<file path="config.mk">
export PLATFORM = sky130hd
export DESIGN_NAME = nvm_ctrl
export DESIGN_NICKNAME = d
export VERILOG_FILES = /design/src/rtl/nvm_ctrl_pkg.sv /design/src/rtl/nvm_arm_window.sv /design/src/rtl/nvm_op_timer.sv /design/src/rtl/nvm_stall_gen.sv /design/src/rtl/nvm_ctrl.sv
export SDC_FILE = /design/constraint.sdc
export NUM_CORES = 1
export LEC_CHECK = 0
export ABC_AREA = 1
export CAP_MARGIN = 30
export CELL_PAD_IN_SITES_DETAIL_PLACEMENT = 1
export CELL_PAD_IN_SITES_GLOBAL_PLACEMENT = 1
export CORE_MARGIN = 8
export CORE_UTILIZATION = 38
export DETAILED_ROUTE_END_ITERATION = 10
export PLACE_DENSITY = 0.88
export SLEW_MARGIN = 10
export SYNTH_ARGS = -nofsm -noshare
export SYNTH_HDL_FRONTEND = slang
export SYNTH_HIERARCHICAL = 1
export SYNTH_SLANG_ARGS = --single-unit
</file>
<file path="constraint.sdc">
create_clock -name clk -period 2.65 [get_ports clk]
set_input_delay 0.265 -clock clk [delete_from_list [all_inputs] [get_ports clk]]
set_output_delay 0.265 -clock clk [all_outputs]
set_load 0.1 [all_outputs]
</file>
<file path="src/rtl/nvm_ctrl_pkg.sv">
package nvm_ctrl_pkg;
  typedef enum logic [1:0] {
    MODE_ERASE_WRITE = 2'b00,
    MODE_ERASE_ONLY  = 2'b01,
    MODE_WRITE_ONLY  = 2'b10,
    MODE_NONE        = 2'b11
  } nvm_mode_e;

  // register selects
  localparam logic [1:0] SEL_ADDR = 2'd0;
  localparam logic [1:0] SEL_DATA = 2'd1;
  localparam logic [1:0] SEL_CTRL = 2'd2;

  // control register bit positions
  localparam int CB_RD   = 0;
  localparam int CB_PROG = 1;
  localparam int CB_ARM  = 2;
  localparam int CB_IE   = 3;
  localparam int CB_MODE = 4;

  localparam int ARM_WIN     = 4;
  localparam int START_STALL = 2;
  localparam int READ_STALL  = 4;
endpackage

</file>
<file path="src/rtl/nvm_arm_window.sv">
module nvm_arm_window #(
  parameter int WIN = 4,
  localparam int CW = $clog2(WIN + 1)
) (
  input  logic clk,
  input  logic por_n,
  input  logic rst_n,
  input  logic load,
  output logic armed
);
  logic [CW-1:0] cnt;

  always_ff @(posedge clk or negedge por_n) begin
    if (!por_n)          cnt <= '0;
    else if (!rst_n)     cnt <= '0;
    else if (load)       cnt <= CW'(WIN);
    else if (cnt != '0)  cnt <= cnt - 1'b1;
  end

  assign armed = (cnt != '0);
endmodule

</file>
<file path="src/rtl/nvm_op_timer.sv">
module nvm_op_timer #(
  parameter int CNT_W = 8
) (
  input  logic             clk,
  input  logic             por_n,
  input  logic             start,
  input  logic [CNT_W-1:0] dur,
  output logic             busy,
  output logic             last
);
  logic [CNT_W-1:0] remain;

  // Only power-on reset: a running operation survives the system reset.
  always_ff @(posedge clk or negedge por_n) begin
    if (!por_n)             remain <= '0;
    else if (start)         remain <= dur;
    else if (remain != '0)  remain <= remain - 1'b1;
  end

  assign busy = (remain != '0);
  assign last = (remain == CNT_W'(1));
endmodule

</file>
<file path="src/rtl/nvm_stall_gen.sv">
module nvm_stall_gen #(
  parameter int START_LEN = 2,
  parameter int READ_LEN  = 4,
  localparam int MAXL = (START_LEN > READ_LEN) ? START_LEN : READ_LEN,
  localparam int CW   = $clog2(MAXL + 1)
) (
  input  logic clk,
  input  logic por_n,
  input  logic rst_n,
  input  logic on_start,
  input  logic on_read,
  output logic stall
);
  logic [CW-1:0] cnt;

  always_ff @(posedge clk or negedge por_n) begin
    if (!por_n)          cnt <= '0;
    else if (!rst_n)     cnt <= '0;
    else if (on_read)    cnt <= CW'(READ_LEN);
    else if (on_start)   cnt <= CW'(START_LEN);
    else if (cnt != '0)  cnt <= cnt - 1'b1;
  end

  assign stall = (cnt != '0);
endmodule

</file>
<file path="src/rtl/nvm_ctrl.sv">
module nvm_ctrl
  import nvm_ctrl_pkg::*;
#(
  parameter int ADDR_W = 8,
  parameter int DATA_W = 8,
  parameter int EW_CYC = 68,
  parameter int ER_CYC = 36,
  parameter int WR_CYC = 36,
  localparam int BUS_W = (ADDR_W > DATA_W) ? ADDR_W : DATA_W
) (
  input  logic              clk,
  input  logic              por_n,
  input  logic              rst_n,
  input  logic              bus_we,
  input  logic [1:0]        bus_sel,
  input  logic [BUS_W-1:0]  bus_wdata,
  output logic [BUS_W-1:0]  bus_rdata,
  output logic [ADDR_W-1:0] arr_addr_o,
  input  logic [DATA_W-1:0] arr_rdata_i,
  output logic              arr_we_o,
  output logic [DATA_W-1:0] arr_wdata_o,
  output logic              cpu_stall_o,
  output logic              nvm_irq_o
);
  localparam int MAX_A = (EW_CYC > ER_CYC) ? EW_CYC : ER_CYC;
  localparam int MAX_D = (MAX_A > WR_CYC) ? MAX_A : WR_CYC;
  localparam int CNT_W = $clog2(MAX_D + 1);

  logic [ADDR_W-1:0] addr_q;
  logic [DATA_W-1:0] data_q, op_data_q;
  nvm_mode_e         mode_q, op_mode_q, wmode;
  logic              ie_q;
  logic              busy_w, last_w, arm_w;
  logic              ctrl_wr, start, rd_go, arm_load;
  logic [CNT_W-1:0]  dur;

  assign ctrl_wr  = rst_n && bus_we && (bus_sel == SEL_CTRL);
  assign wmode    = nvm_mode_e'(bus_wdata[CB_MODE +: 2]);
  assign arm_load = ctrl_wr && bus_wdata[CB_ARM];
  assign start    = ctrl_wr && bus_wdata[CB_PROG] && arm_w && !busy_w;
  assign rd_go    = ctrl_wr && bus_wdata[CB_RD] && !busy_w && !start;

  always_comb begin
    unique case (wmode)
      MODE_ERASE_WRITE: dur = CNT_W'(EW_CYC);
      MODE_ERASE_ONLY:  dur = CNT_W'(ER_CYC);
      MODE_WRITE_ONLY:  dur = CNT_W'(WR_CYC);
      default:          dur = CNT_W'(1);
    endcase
  end

  nvm_arm_window #(.WIN(ARM_WIN)) u_arm (
    .clk(clk), .por_n(por_n), .rst_n(rst_n), .load(arm_load), .armed(arm_w)
  );

  nvm_op_timer #(.CNT_W(CNT_W)) u_timer (
    .clk(clk), .por_n(por_n), .start(start), .dur(dur),
    .busy(busy_w), .last(last_w)
  );

  nvm_stall_gen #(.START_LEN(START_STALL), .READ_LEN(READ_STALL)) u_stall (
    .clk(clk), .por_n(por_n), .rst_n(rst_n),
    .on_start(start), .on_read(rd_go), .stall(cpu_stall_o)
  );

  // Software-visible registers.
  always_ff @(posedge clk or negedge por_n) begin
    if (!por_n) begin
      addr_q <= '0;
      data_q <= '0;
      mode_q <= MODE_ERASE_WRITE;
      ie_q   <= 1'b0;
    end else if (!rst_n) begin
      if (!busy_w) begin
        addr_q <= '0;
        mode_q <= MODE_ERASE_WRITE;
      end
      data_q <= '0;
      ie_q   <= 1'b0;
    end else begin
      if (bus_we && bus_sel == SEL_ADDR && !busy_w)
        addr_q <= bus_wdata[ADDR_W-1:0];
      if (bus_we && bus_sel == SEL_DATA)
        data_q <= bus_wdata[DATA_W-1:0];
      else if (rd_go)
        data_q <= arr_rdata_i;
      if (ctrl_wr) begin
        ie_q <= bus_wdata[CB_IE];
        if (!busy_w) mode_q <= wmode;
      end
    end
  end

  // Operation snapshot, kept across the system reset.
  always_ff @(posedge clk or negedge por_n) begin
    if (!por_n) begin
      op_mode_q <= MODE_ERASE_WRITE;
      op_data_q <= '0;
    end else if (start) begin
      op_mode_q <= wmode;
      op_data_q <= data_q;
    end
  end

  assign arr_addr_o = addr_q;
  assign arr_we_o   = last_w && (op_mode_q != MODE_NONE);

  always_comb begin
    unique case (op_mode_q)
      MODE_ERASE_ONLY: arr_wdata_o = '1;
      MODE_WRITE_ONLY: arr_wdata_o = arr_rdata_i & op_data_q;
      default:         arr_wdata_o = op_data_q;
    endcase
  end

  assign nvm_irq_o = ie_q & ~busy_w;

  always_comb begin
    bus_rdata = '0;
    unique case (bus_sel)
      SEL_ADDR: bus_rdata[ADDR_W-1:0] = addr_q;
      SEL_DATA: bus_rdata[DATA_W-1:0] = data_q;
      SEL_CTRL: begin
        bus_rdata[CB_PROG]      = busy_w;
        bus_rdata[CB_ARM]       = arm_w;
        bus_rdata[CB_IE]        = ie_q;
        bus_rdata[CB_MODE +: 2] = mode_q;
      end
      default: bus_rdata = '0;
    endcase
  end
endmodule

</file>
# Word level (Yosys, flattened, before mapping)
# Index checks and enable logic that the tools add are counted.
dict set report word_totals {
  register_bits 42
  latchBits 0
  rom_bits 0
  ramBits 0
  mem_count 0
  output_inout_bits 27
}
dict set report op_classes {
  reduce_logical 24
  muxes 26
  n_div 0
  mul 0
  bitwise 3
  add_sub_neg 3
  shift 0
  magnitude_cmp 0
  n_eq_ne 15
}
# operator n
set op_table {}
lappend op_table {{$mux W8} 6}
lappend op_table {{$mux W3} 7}
lappend op_table {{$pmux W8 S2} 1}
lappend op_table {{$pmux W5 S3} 1}
lappend op_table {{$mux W7} 2}
lappend op_table {{$pmux W7 S2} 1}
lappend op_table {{$logic_and A1 B1 Y1} 13}
lappend op_table {{$and A8 B8 Y8} 1}
lappend op_table {{$mux W2} 4}
lappend op_table {{$eq A7 B1 Y1 const B} 1}
lappend op_table {{$reduce_bool A7 Y1} 1}
lappend op_table {{$sub A7 B1 Y7 const B} 1}
lappend op_table {{$eq A2 B1 Y1 const B} 3}
lappend op_table {{$eq A2 B2 Y1 const B} 3}
lappend op_table {{$ne A2 B2 Y1 const B} 3}
lappend op_table {{$ne A3 B1 Y1 const B} 2}
lappend op_table {{$reduce_bool A3 Y1} 2}
lappend op_table {{$sub A3 B1 Y3 const B} 2}
lappend op_table {{$logic_not A2 Y1} 2}
lappend op_table {{$ne A2 B1 Y1 const B} 2}
lappend op_table {{$ne A4 B1 Y1 const B} 1}
lappend op_table {{$pmux W2 S2} 1}
lappend op_table {{$reduce_and A3 Y1} 1}
lappend op_table {{$logic_not A1 Y1} 2}
lappend op_table {{other kinds (7)} 8}

# Depth between registers and ports, before layout
# Gate-level depths: netlist of the first run.
dict set report depth {
  ltp_word 10
  mapped_depth 14
}

# Modules after synthesis
# Netlist of the first run, hierarchy kept.
# module seq_area_each_um2 cells_per_inst area_each_um2 n_inst
set by_module_without_submodules {}
lappend by_module_without_submodules {nvm_ctrl 725.7 231 1677.9 1}
lappend by_module_without_submodules {nvm_op_timer 175.2 71 513.0 1}
lappend by_module_without_submodules {nvm_stall_gen 75.1 28 203.9 1}
lappend by_module_without_submodules {nvm_arm_window 75.1 23 196.4 1}

# Least setup slack after synthesis of the first run
# Ideal clock, no wire load.
dict set report synth_timing {
  path_type {flip-flop to output port}
  startpoint {register op_mode_q[0]}
  endpoint {output arr_wdata_o[0]}
  required_time_ns 2.385
  slack_ns -0.699
  arrival_ns 3.084
  path_stages_with_launch 6
  n_path_buf 1
  path_cell_list {dfrtp_1 -> inv_1 -> ha_1 -> clkbuf_1 -> a21oi_1 -> o21ai_0}
}
dict set report synth_between {
  elab_chain_len 2
}
# item line_no
set synth_lines {}
lappend synth_lines {{start, declared} nvm_ctrl.sv:31} ;# nvm_mode_e mode_q, op_mode_q, wmode;
lappend synth_lines {{start signal, assigned} nvm_ctrl.sv:100} ;# op_mode_q <= wmode;
lappend synth_lines {{$eq A2 B2 Y1 / $eq A2 B1 Y1 (equally long branches)} nvm_ctrl.sv:109} ;# unique case (op_mode_q)
lappend synth_lines {{$pmux W8 S2 (*)} nvm_ctrl.sv:109}
lappend synth_lines {{end, declared} nvm_ctrl.sv:21} ;# output logic [DATA_W-1:0] arr_wdata_o,
# Mark *: on every way between the ends. The rest lies on a longest branch, timed or not.

# Final worst setup path of the first run
dict set report layout_timing {
  startpoint {register u_timer.remain[0]}
  endpoint {output bus_rdata[1]}
}
dict set report layout_between {
  elab_chain_len 2
}
# item line_no
set layout_lines {}
lappend layout_lines {{start, declared} nvm_op_timer.sv:11} ;# logic [CNT_W-1:0] remain;
lappend layout_lines {{start signal, assigned} nvm_op_timer.sv:16} ;# else if (start) remain <= dur;
lappend layout_lines {{start signal, assigned} nvm_op_timer.sv:17} ;# else if (remain != '0) remain <= remain - 1'b1;
lappend layout_lines {{$reduce_bool A7 Y1} nvm_op_timer.sv:20} ;# assign busy = (remain != '0);
lappend layout_lines {{named net busy_w} nvm_ctrl.sv:33} ;# logic busy_w, last_w, arm_w;
lappend layout_lines {{$pmux W5 S3} nvm_ctrl.sv:120} ;# unique case (bus_sel)
lappend layout_lines {{end, declared} nvm_ctrl.sv:17} ;# output logic [BUS_W-1:0] bus_rdata,
# The timed path passes the listed nets, and every way through them passes these cells.

==> flow_metrics.env, run 1 <==
export IMPL_outcome="completed"
export IMPL_path_clk_slew_ps=80
export IMPL_antenna_found_initial=0
export IMPL_rsz0062_at_grt="no"
export IMPL_yosys_cell_types_count=28
export IMPL_hpwl_um=6210
export IMPL_timing_rr_start="u_timer/remain[0]"
export IMPL_cts_buffer_depth=2
export IMPL_viasPerCell=5.01
export IMPL_powerDensity_nw_per_um2=816
export IMPL_ir_worst_vdd_uv=431
export IMPL_cap_violations=0
export IMPL_startpoint="u_timer/remain[0]"
export IMPL_clockPowerShare_pct=18.3
export IMPL_die_width_um=98.6
export IMPL_preCtsSetupSlack_ps=560
export IMPL_nFillCells=850
export IMPL_portBuffers=48
export IMPL_crit_cells=8
export IMPL_min_period_over_period_pct=87.6
export IMPL_crit_buf_inv=4
export IMPL_r2r_end="u_stall/cnt[2]"
export IMPL_wl_per_cell_um=16.1
export IMPL_p_sw_share_pct=47.1
export IMPL_grt_overflow_total=0
export IMPL_dpl_instance_area_sq_um=3290
export IMPL_grt_pass1_wl_um=13800
export IMPL_power_mw=2.78
export IMPL_synth_seq_cells=42
export IMPL_hp_class="in2async"
export IMPL_cp_common_cell="inv_1"
export IMPL_path_class="reg2out"
export IMPL_fin_crit_ps=2320
export IMPL_crit_required_ps=2380
export IMPL_cp_top_family="buffers and inverters"
export IMPL_fin_area_sq_um=3410
export IMPL_root_buffer="clkbuf_8"
export IMPL_die_area_sq_um=9720
export IMPL_coreArea_sq_um=6680
export IMPL_critPathLaunchType="register"
export IMPL_endpoint_kind="output pin"
export IMPL_fin_worst_skew_ps=10.2
export IMPL_leakagePower_nw=1.76
export IMPL_seqPwrFrac_pct=29.2
export IMPL_area_growth_pct=31.4
export IMPL_vias=2449
export IMPL_setup_viol=0
export IMPL_grt_pass1_vias=2735
export IMPL_cts_tree="built"
export IMPL_antenna_cells=0
export IMPL_reg2reg_depth=13
export IMPL_final_max_slew_viol_count=0
export IMPL_yosys_area_top_type_share_pct=40.6
export IMPL_r2r_slack_ps=490
export IMPL_cp_slowest_cell="dfrtp_1"
export IMPL_setup_slack_ps=327
export IMPL_max_stage_delay_ps=420
export IMPL_clkSinkCount=42
export IMPL_fin_nets=442
export IMPL_cts_buffers=5
export IMPL_ant_nets=0
export IMPL_syn_area_sq_um=2590
export IMPL_grt_max_degree=33
export IMPL_synthCells=353
export IMPL_internal_power_mw=1.47
export IMPL_fp_row_count=30
export IMPL_routed_wl_um=7880
export IMPL_crit_arrival_ps=2060
export IMPL_yosysMostFrequentCell="nand2_1"
export IMPL_cp_max_fo=7
export IMPL_seq_area_frac_synth_pct=40.6
export IMPL_drtPass1Iterations=6
export IMPL_seq_area_sq_um=1050
export IMPL_place_congestion=0.851
export IMPL_htreeDepth=2
export IMPL_fp_dieH_um=98.6
export IMPL_synthTopCellsByArea="dfrtp_1 (41%), nand2_1 (16%), inv_1 (8.1%)"
export IMPL_dominantRegCellSynth="dfrtp_1"
export IMPL_multi_input_area_sq_um=1290
export IMPL_yosysWarningCount=6
export IMPL_grt_usage_pct=17.5
export IMPL_stdcell_count=489
export IMPL_dr_first_iter_drc_count=134
export IMPL_start_util_pct=38.8
export IMPL_path_cells="inv_1, ha_1, nand2_4, nor2_4, inv_1, inv_1, o221ai_1, buf_12"
export IMPL_clkLatencyLatePin_ps=300
export IMPL_switching_power_mw=1.31
export IMPL_drcViolationCount=0
export IMPL_drive_gt1_share_pct=16.1
export IMPL_pwr_share_comb_pct=52.5
export IMPL_synthArstFlopShare_pct=100
export IMPL_clock_fmax_ghz=0.431
export IMPL_synth_common_cells="nand2_1 (111), inv_1 (56), dfrtp_1 (42)"
export IMPL_synth_edff_count=0
export IMPL_synth_top_area_cell="dfrtp_1"
export IMPL_whs_ps=384
export IMPL_hold_viol_final=0
export IMPL_synth_area_per_cell_sq_um=7.34
export IMPL_io_pins=49
export IMPL_dp_cells=480
## placed cells by master, fill, tap and decap left out, types with 4 or more instances in the layout
master             n
nand2_1          111
inv_1             56
dfrtp_1           42
nand3_1           23
clkdlybuf4s50_1   20
o21ai_1           19
buf_4             16
o21ai_0           15
nor2_1            15
buf_12            15
ha_1              12
a21oi_1           11
nor2_4             5
nand2_4            5
nand4_1            5
clkbuf_8           5
nand2_2            4
inv_2              4
## worst register-to-register path, cell delays in order (launching register included)
cell,delay (ps)
dfrtp_1,420
inv_1,150
ha_1,210
nand2_4,60
nor2_4,130
inv_1,80
inv_1,210
nand2_1,90
nor2_1,140
nand2_2,170
inv_1,160
o21bai_1,120
nand3_1,90
nand2_1,60
## worst max-delay path by stage
stage	end	slack (ps)
global placement	u_stall/cnt[2]	670
finish	bus_rdata[1]	330
global route	bus_rdata[1]	210
detailed placement	u_stall/cnt[2]	560
floorplan	bus_rdata[0]	-220
CTS	bus_rdata[1]	330
## state kept, by name, summed over array words and instances, names as in the netlist
signal / cells
u_timer/remain: 7
arr_addr_o: 8
ie_q: 1
data_q: 8
mode_q: 2
op_data_q: 8
u_stall/cnt: 3
u_arm/cnt: 3
op_mode_q: 2
## metrics by stage
step                util (%)  TNS (ps)
floorplan                  -      -755
global placement        48.9         0
detailed placement      49.2         0
CTS                     51.0         0
global route            51.0         0
finish                  51.0         0
## area by class of cell
type                       instances  area share, %
multi-input combinational        246           37.8
tap                               80           2.94
inverter                          60           6.61
clock buffer                       7           2.24
clock inverter                     1          0.882
timing repair buffer              53           18.7
sequential                        42           30.9
## power by group through the flow
stage | logic, mW | registers, mW | clock network (mW)
2_1_floorplan | 0.981 | 0.894 | 0
3_3_place_gp | 1.39 | 0.815 | 0
3_5_place_dp | 1.45 | 0.822 | 0
4_1_cts | 1.46 | 0.810 | 0.515
5_1_grt | 1.61 | 0.822 | 0.545
6_report | 1.46 | 0.810 | 0.509
## metal layers
layer | track usage (%) | part of all wire, % | up-vias
li1 | - | - | 1217
met5 | 0 | 0 | -
met1 | 22.3 | 47 | 1178
met3 | 2.89 | 2.3 | 10
met2 | 29.5 | 49 | 44
met4 | 5.55 | 1.7 | 0
## logic make-up (layout without fill, tap and decap cells)
| family | Yosys count | after routing | synth area share [%] |
|---|---|---|---|
| other cells | 1 | 3 | 0.145 |
| buf+inv | 67 | 121 | 10.0 |
| fa+ha+maj | 12 | 12 | 5.79 |
| flops | 42 | 42 | 40.6 |
| simple gates | 176 | 176 | 31.5 |
| compound gates | 54 | 54 | 11.6 |
| xor+xnor | 1 | 1 | 0.338 |
## what timing repair did
| item | CTS | global route |
|---|---|---|
| buffers inserted | 0 | 0 |
| gates resized for setup | 0 | 0 |
| hold buffers | 1 | 0 |
| endpoints found under the setup margin | 0 | 0 |
| hold endpoints to repair | 10 | 0 |
No activity file was read; power rests on OpenSTA's default activity.
==> run 2, diff against run 1 <==
Settings changed: GPL_TIMING_DRIVEN set to 0.
==> flow_metrics.env, run 2 (synthesis gave the netlist of run 1 again) <==
export IMPL_area_growth_pct=27.4
export IMPL_vias=2462
export IMPL_fin_worst_skew_ps=7.17
export IMPL_min_period_over_period_pct=97.6
export IMPL_path_cells="clkdlybuf4s50_1, inv_1, nand2_1, o21ai_0, dlygate4sd2_1"
export IMPL_viasPerCell=4.99
export IMPL_grt_max_degree=29
export IMPL_die_width_um=98.6
export IMPL_path_class="in2out"
export IMPL_root_buffer="clkbuf_8"
export IMPL_die_area_sq_um=9720
export IMPL_cts_tree="built"
export IMPL_htreeDepth=2
export IMPL_routed_wl_um=7990
export IMPL_outcome="completed"
export IMPL_leakagePower_nw=1.75
export IMPL_crit_required_ps=2380
export IMPL_setup_viol=0
export IMPL_place_congestion=0.841
export IMPL_fin_nets=446
export IMPL_cts_buffers=5
export IMPL_antenna_cells=0
export IMPL_ir_worst_vdd_uv=381
export IMPL_stdcell_count=493
export IMPL_final_max_slew_viol_count=0
export IMPL_cp_max_fo=8
export IMPL_final_common_cell="nand2_1"
export IMPL_final_cell_mix="nand2_1 (111), inv_1 (52), dfrtp_1 (42), clkdlybuf4s50_1 (28), nand3_1 (23)"
export IMPL_tns_ps=0
export IMPL_crit_arrival_ps=2320
export IMPL_io_pins=49
export IMPL_max_stage_delay_ps=890
export IMPL_dr_first_iter_drc_count=125
export IMPL_hpwl_um=6150
export IMPL_drtPass1Iterations=4
export IMPL_nFillCells=874
export IMPL_antenna_found_initial=0
export IMPL_grt_usage_pct=17.3
export IMPL_critPathLaunchType="input port"
export IMPL_hold_viol_final=0
export IMPL_fp_dieH_um=98.6
export IMPL_ant_nets=0
export IMPL_cap_violations=0
export IMPL_portBuffers=48
export IMPL_grt_pass1_vias=2673
export IMPL_cp_slowest_cell="dlygate4sd2_1"
export IMPL_clkSinkCount=42
export IMPL_rsz0062_at_grt="no"
export IMPL_endpoint_kind="output pin"
export IMPL_wl_per_cell_um=16.2
export IMPL_grt_overflow_total=0
export IMPL_dp_cells=484
export IMPL_fin_crit_ps=2590
export IMPL_slew_limit_headroom_pct=34.7
export IMPL_cts_buffer_depth=2
export IMPL_fp_row_count=30
export IMPL_hp_class="in2async"
export IMPL_clock_fmax_ghz=0.387
export IMPL_path_clk_slew_ps=90
export IMPL_start_util_pct=38.8
export IMPL_worstMarginPinSlew_ps=977
export IMPL_coreArea_sq_um=6680
export IMPL_drive_gt1_share_pct=13.8
export IMPL_grt_pass1_wl_um=13500
export IMPL_drcViolationCount=0
export IMPL_clkLatencyLatePin_ps=300
export IMPL_powerDensity_nw_per_um2=866
export IMPL_cts_setup_buffers=0
[run 2: cell count changes in the layout (fill, tap and decap cells not counted), moves of 4 or more]
cell / previous run / this run
inv_1: 56 / 52
dlygate4sd2_1: 0 / 8
buf_2: 1 / 13
buf_12: 15 / 1
clkdlybuf4s50_1: 20 / 28
buf_4: 16 / 1
inv_2: 4 / 8
[run 2: final timing paths]
check,slack (ps),from,to,depth (start not counted)
max,60,bus_sel[1],bus_rdata[6],5
min,410,por_n,arr_addr_o[2],2
max reg2reg,180,u_timer/remain[0],u_timer/remain[3],14
min reg2reg,500,mode_q[1],mode_q[1],2
max in group asynchronous,1760,por_n,arr_addr_o[4],3
min in group clk,500,mode_q[1],mode_q[1],2
[run 2: final cells by class]
cell class | instances | area [sq um] | share of cell area (%)
well taps | 80 | 100 | 3.03
clock inverters | 2 | 60.1 | 1.82
clock buffers | 6 | 82.6 | 2.50
multi-input cells | 246 | 1290 | 39.0
repair buffers | 50 | 460 | 13.9
plain buffers | 7 | 35.0 | 1.06
flip-flops and latches | 42 | 1050 | 31.8
inverters | 60 | 225 | 6.82
[run 2: where the power goes]
part | leakage, nW | internal (mW) | switching (mW)
sequential | 0.563 | 0.743 | 0.0636
combinational | 1.11 | 0.409 | 0.998
clock | 0.0714 | 0.402 | 0.244
[run 2: routing by layer]
metal	global-route usage, %	wire length [um]
met4	4.96	117
met1	21.2	3600
met2	30.1	4070
met3	3.10	206
met5	0	0
[run 2: worst max-delay path, delay by kind of cell]
kind / cells / cell delay (ps)
AOI/OAI and AO/OA: 1 / 280
and+or+nand+nor: 1 / 220
buffers and inverters: 3 / 1550
[run 2: stage by stage]
step / hold WS, ps / util [%] / cell area (sq um) / setup WS, ps / total power, mW
5_1_grt: 430 / 49.4 / 3300 / 7.86 / 3.05
3_5_place_dp: 204 / 47.8 / 3190 / -229 / 2.23
3_3_place_gp: 467 / 47.6 / 3180 / -208 / 2.17
6_report: 406 / 49.4 / 3300 / 64.9 / 2.86
2_1_floorplan: -30.6 / - / 2600 / -223 / 1.88
4_1_cts: 424 / 50.1 / 3350 / 8.30 / 2.88
[run 2: timing repair]
item,4_1_cts,5_1_grt
hold buffers,1,0
setup endpoints to repair,20,11
resized for setup,39,20
hold endpoints to repair,14,0
cloned,0,0
==> run 3, diff against run 2 <==
Settings changed: GPL_TIMING_DRIVEN 0 to not set.
==> results of run 3 <==
Final layout, timing and power as in run 1 (identical DEF).
